[config.mk]
export PLATFORM = sky130hd
export DESIGN_NAME = recirc_loop_pipe
export DESIGN_NICKNAME = d
export VERILOG_FILES = /design/src/rtl/recirc_loop_pipe.sv
export SDC_FILE = /design/constraint.sdc
export NUM_CORES = 1
export LEC_CHECK = 0
export BUFFER_PORTS_ARGS = -buffer_cell sky130_fd_sc_hd__buf_2
export CAP_MARGIN = 20
export CORE_ASPECT_RATIO = 1.2
export CORE_MARGIN = 4
export CORE_UTILIZATION = 40
export CTS_BUF_LIST = sky130_fd_sc_hd__clkbuf_4 sky130_fd_sc_hd__clkbuf_8
export CTS_CLUSTER_SIZE = 20
export DETAILED_ROUTE_END_ITERATION = 10
export PLACE_DENSITY = 0.63
export SLEW_MARGIN = 20
export SYNTH_ARGS = -nofsm -noshare
export SYNTH_HDL_FRONTEND = slang
export SYNTH_SLANG_ARGS = --single-unit
export TNS_END_PERCENT = 30
[constraint.sdc]
create_clock -name clk -period 9.7 [get_ports clk]
set_input_delay 0.485 -clock clk [delete_from_list [all_inputs] [get_ports clk]]
set_output_delay 0.485 -clock clk [all_outputs]
set_load 0.01 [all_outputs]
[src/rtl/recirc_loop_pipe.sv]
module recirc_loop_pipe #(
  parameter int DW    = 16,
  parameter int TW    = 4,
  parameter int NCOMP = 3
) (
  input  logic          clk,
  input  logic          rst_n,
  input  logic          in_valid,
  output logic          in_ready,
  input  logic [1:0]    in_width,
  input  logic [TW-1:0] in_tag,
  input  logic [DW-1:0] in_data,
  input  logic          cancel_valid,
  input  logic [TW-1:0] cancel_tag,
  output logic          out_valid,
  input  logic          out_ready,
  output logic [TW-1:0] out_tag,
  output logic [DW-1:0] out_data
);
  localparam int LAST = NCOMP - 1;

  logic          s_valid, h_valid, f_valid;
  logic [1:0]    s_cnt, h_cnt;
  logic [TW-1:0] s_tag, h_tag, f_tag;
  logic [DW-1:0] s_data, h_data, f_data;

  logic          c_valid [NCOMP];
  logic [1:0]    c_cnt   [NCOMP];
  logic [TW-1:0] c_tag   [NCOMP];
  logic [DW-1:0] c_data  [NCOMP];

  function automatic logic hit(input logic [TW-1:0] t);
    return cancel_valid && (t == cancel_tag);
  endfunction

  logic last_live, recirc, fwd, f_live, advance;

  assign last_live = c_valid[LAST] && !hit(c_tag[LAST]);
  assign recirc    = last_live && (c_cnt[LAST] != 2'd0);
  assign fwd       = last_live && (c_cnt[LAST] == 2'd0);
  assign f_live    = f_valid && !hit(f_tag);
  assign advance   = !(fwd && f_live && !out_ready);
  assign in_ready  = !recirc && (!s_valid || advance);

  assign out_valid = f_live;
  assign out_tag   = f_tag;
  assign out_data  = f_data;

  always_ff @(posedge clk) begin
    if (!rst_n) begin
      s_valid <= 1'b0;
    end else if (in_valid && in_ready) begin
      s_valid <= !hit(in_tag);
      s_cnt   <= in_width[1] ? (in_width[0] ? 2'd3 : 2'd1) : 2'd0;
      s_tag   <= in_tag;
      s_data  <= in_data;
    end else if (advance && !recirc) begin
      s_valid <= 1'b0;
    end else begin
      s_valid <= s_valid && !hit(s_tag);
    end
  end

  always_ff @(posedge clk) begin
    if (!rst_n) begin
      h_valid <= 1'b0;
    end else if (advance) begin
      if (recirc) begin
        h_valid <= 1'b1;
        h_cnt   <= c_cnt[LAST] - 2'd1;
        h_tag   <= c_tag[LAST];
        h_data  <= c_data[LAST];
      end else begin
        h_valid <= s_valid && !hit(s_tag);
        h_cnt   <= s_cnt;
        h_tag   <= s_tag;
        h_data  <= s_data;
      end
    end else begin
      h_valid <= h_valid && !hit(h_tag);
    end
  end

  always_ff @(posedge clk) begin
    for (int k = 0; k < NCOMP; k++) begin
      if (!rst_n) begin
        c_valid[k] <= 1'b0;
      end else if (advance) begin
        if (k == 0) begin
          c_valid[k] <= h_valid && !hit(h_tag);
          c_cnt[k]   <= h_cnt;
          c_tag[k]   <= h_tag;
          c_data[k]  <= h_data + DW'(1);
        end else begin
          c_valid[k] <= c_valid[k-1] && !hit(c_tag[k-1]);
          c_cnt[k]   <= c_cnt[k-1];
          c_tag[k]   <= c_tag[k-1];
          c_data[k]  <= c_data[k-1] + DW'(1);
        end
      end else begin
        c_valid[k] <= c_valid[k] && !hit(c_tag[k]);
      end
    end
  end

  always_ff @(posedge clk) begin
    if (!rst_n) begin
      f_valid <= 1'b0;
    end else if (fwd && advance) begin
      f_valid <= 1'b1;
      f_tag   <= c_tag[LAST];
      f_data  <= c_data[LAST];
    end else begin
      f_valid <= f_live && !out_ready;
    end
  end
endmodule


==> results_dict.tcl <==
set metrics [dict create \
    first_iter_violations 273 \
    die_h_um 138 \
    p_per_area_nw_per_um2 198 \
    drv_slew 0 \
    finalClockSkew_ns 0.00896 \
    grt_use_met1_pct 15.3 \
    yosys_warnings 0 \
    cts_tree "built" \
    busiest_layer "met2" \
    placed_area_um2 6100 \
    crit_path_end_kind "flip-flop" \
    fp-row-count 47 \
    worstSetupPathType "flip-flop to flip-flop" \
    grt_max_degree 80 \
    gr-total-overflow 0 \
    ctsResizeCount 0 \
    power.leakage_nw 2.33 \
    synth_most_common_cell "edfxtp_1" \
    n_antenna_cell 0 \
    final_core_util_pct 47.4 \
    clk_pin_slew_ns 0.08 \
    preCtsSetupSlack_ns 6.47 \
    io_pins 53 \
    maxSlewHeadroom_pct 35.4 \
    outcome "completed" \
    grt_pass1_vias 3111 \
    yosysTopAreaCell "edfxtp_1" \
    htree_levels 4 \
    hold_buffers 0 \
    p_total_mw 1.29 \
    post-route-min-period_ns 2.92 \
    cp_data_required_time_ns 9.75 \
    ant_nets 0 \
    insertion_delay_ns 0.43 \
    drive_gt1_share_pct 26.2 \
    synthTopCellsByCount "132 x edfxtp_1, 40 x xnor2_1, 30 x xor2_1" \
    crit_path_start_kind "flip-flop" \
    irDropWorstVdd_mv 0.110 \
    die_w_um 117 \
    timing.hold.ws_ns 0.232 \
    tns_ns 0 \
    hold_viol 0 \
    ys_ff_latch 136 \
    synth_edf_count 132 \
    start_util_pct 40.9 \
    hpwl_mm 6.84 \
    syn-cell-area_um2 5660 \
    n_fill_cell 1140 \
    drc_errors 0 \
    grtUsageMet2_pct 21.7 \
    final_cell_area_um2 6550 \
    drt-pass1-iter-count 4 \
    avgSynthCellArea_um2 15.9 \
    ys_seq_area_share_pct 71.5 \
    cts_buffers 17 \
    root_buffer "clkbuf_8" \
    post_cts_buffers 0 \
    vias 3019 \
    fin_crit_sh_pct 30.1 \
    core-area_um2 13800 \
    hp-class "primary input to flip-flop" \
    post_drt_wl_per_cell_um 16.5 \
    syn_inst 355 \
    grt_util_all_layers_pct 12.9 \
    gr-usage-met3_pct 4.28 \
    worstMarginPinSlew_ns 0.969 \
    worstPathArrival_ns 2.97 \
    nets 457 \
    grt_pass1_wl_mm 15.6 \
    yosysUniqueCellTypes 38 \
    worst_slack_ns 6.78 \
    placed_cells 574 \
    synthArstFlopShare_pct 0 \
    finalSetupViolations 0 \
    grt_setup_unrepaired "no" \
    vias_per_cell 4.98 \
    dieArea_um2 16100 \
    antenna_found_initial 0 \
    io_buffer_count 52 \
    cts.sinks 136 \
    clockBufferDepth 2 \
    area_growth_pct 15.7 \
    drv_cap 0 \
    synth_top_area_share_pct 70.1 \
    place_congestion 0.825 \
    yosys-top-cells-area "edfxtp_1 70%, xnor2_1 6.2%, xor2_1 4.6%" \
    crit_fanout 79 \
    max_freq_mhz 343 \
    routed_wl_mm 9.97 \
    instances_no_fill 606 \
    ys_dominant_reg_cell "edfxtp_1" \
]
==> routing by layer <==
layer,share of wire [%],vias to the layer above
li1,-,1449
met1,41,1483
met2,52,70
met3,4.8,17
met4,2.0,0
met5,0,-
==> kinds of logic after synthesis <==
group | after synthesis | synth area share [%]
simple gates | 84 | 7.65
buf+inv | 20 | 2.12
flops | 136 | 71.5
fa+ha+maj | 4 | 0.885
compound gates | 19 | 2.79
other cells | 1 | 0.0663
mux | 21 | 4.16
xor+xnor | 70 | 10.8
==> cell type report <==
cell class,instances,area [um2],share of cell area (%)
inverter,11,41.3,0.631
clock inverter,14,204,3.12
sequential,136,4040,61.8
clock buffer,18,241,3.69
multi-input combinational,200,1510,23.1
timing repair buffer,56,290,4.43
tap,171,214,3.27
==> final timing paths <==
path | startpoint | to | slack [ns] | cells past startpoint
max | out_tag[3] | c_tag[0][11] | 6.78 | 6
min | in_data[12] | s_data[12] | 0.23 | 1
max reg2reg | out_tag[3] | c_tag[0][11] | 6.78 | 6
min reg2reg | h_cnt[0] | c_cnt[0][0] | 0.42 | 0
==> worst max-delay path: stages (launching register included) <==
cell	delay (ns)
edfxtp_1	0.41
xor2_1	0.16
nor3_1	0.40
a311o_2	0.33
nor2_1	0.12
nor2_4	0.26
buf_4	0.79
==> cells in the final DEF, fill, tap and decap left out, types with 2 or more instances in the layout <==
cell type,netlist,routed
and4_1,4,4
nand3_1,21,21
nor2_1,9,7
nor3_1,8,7
buf_4,2,4
xor2_1,30,30
ha_1,4,4
inv_1,11,11
mux2_2,20,20
o21ai_0,3,3
edfxtp_1,132,132
clkinv_2,0,3
bufinv_16,0,5
a31oi_1,3,3
conb_1,1,2
clkbuf_8,0,17
nand2_1,19,19
a21oi_1,2,2
xnor2_1,40,40
buf_2,0,52
clkinvlp_4,0,3
nand4_1,8,8
and3_1,10,10
clkinv_1,0,2
dfxtp_1,4,4
==> report_power, final <==
group | switching (mW) | internal (mW) | total [mW]
clock network | 0.212 | 0.306 | 0.519
logic | 0.0385 | 0.0312 | 0.0697
registers | 0.0212 | 0.684 | 0.705
==> flip-flops by register name (all words and copies together), names as in the netlist, 2 cells and up <==
| name | cells |
|---|---|
| c_data | 48 |
| h_data | 16 |
| c_valid | 3 |
| h_cnt | 2 |
| h_tag | 4 |
| s_tag | 4 |
| c_cnt | 6 |
| out_data | 16 |
| out_tag | 4 |
| c_tag | 12 |
| s_data | 16 |
| s_cnt | 2 |
Power figures use the tool's default switching activity.
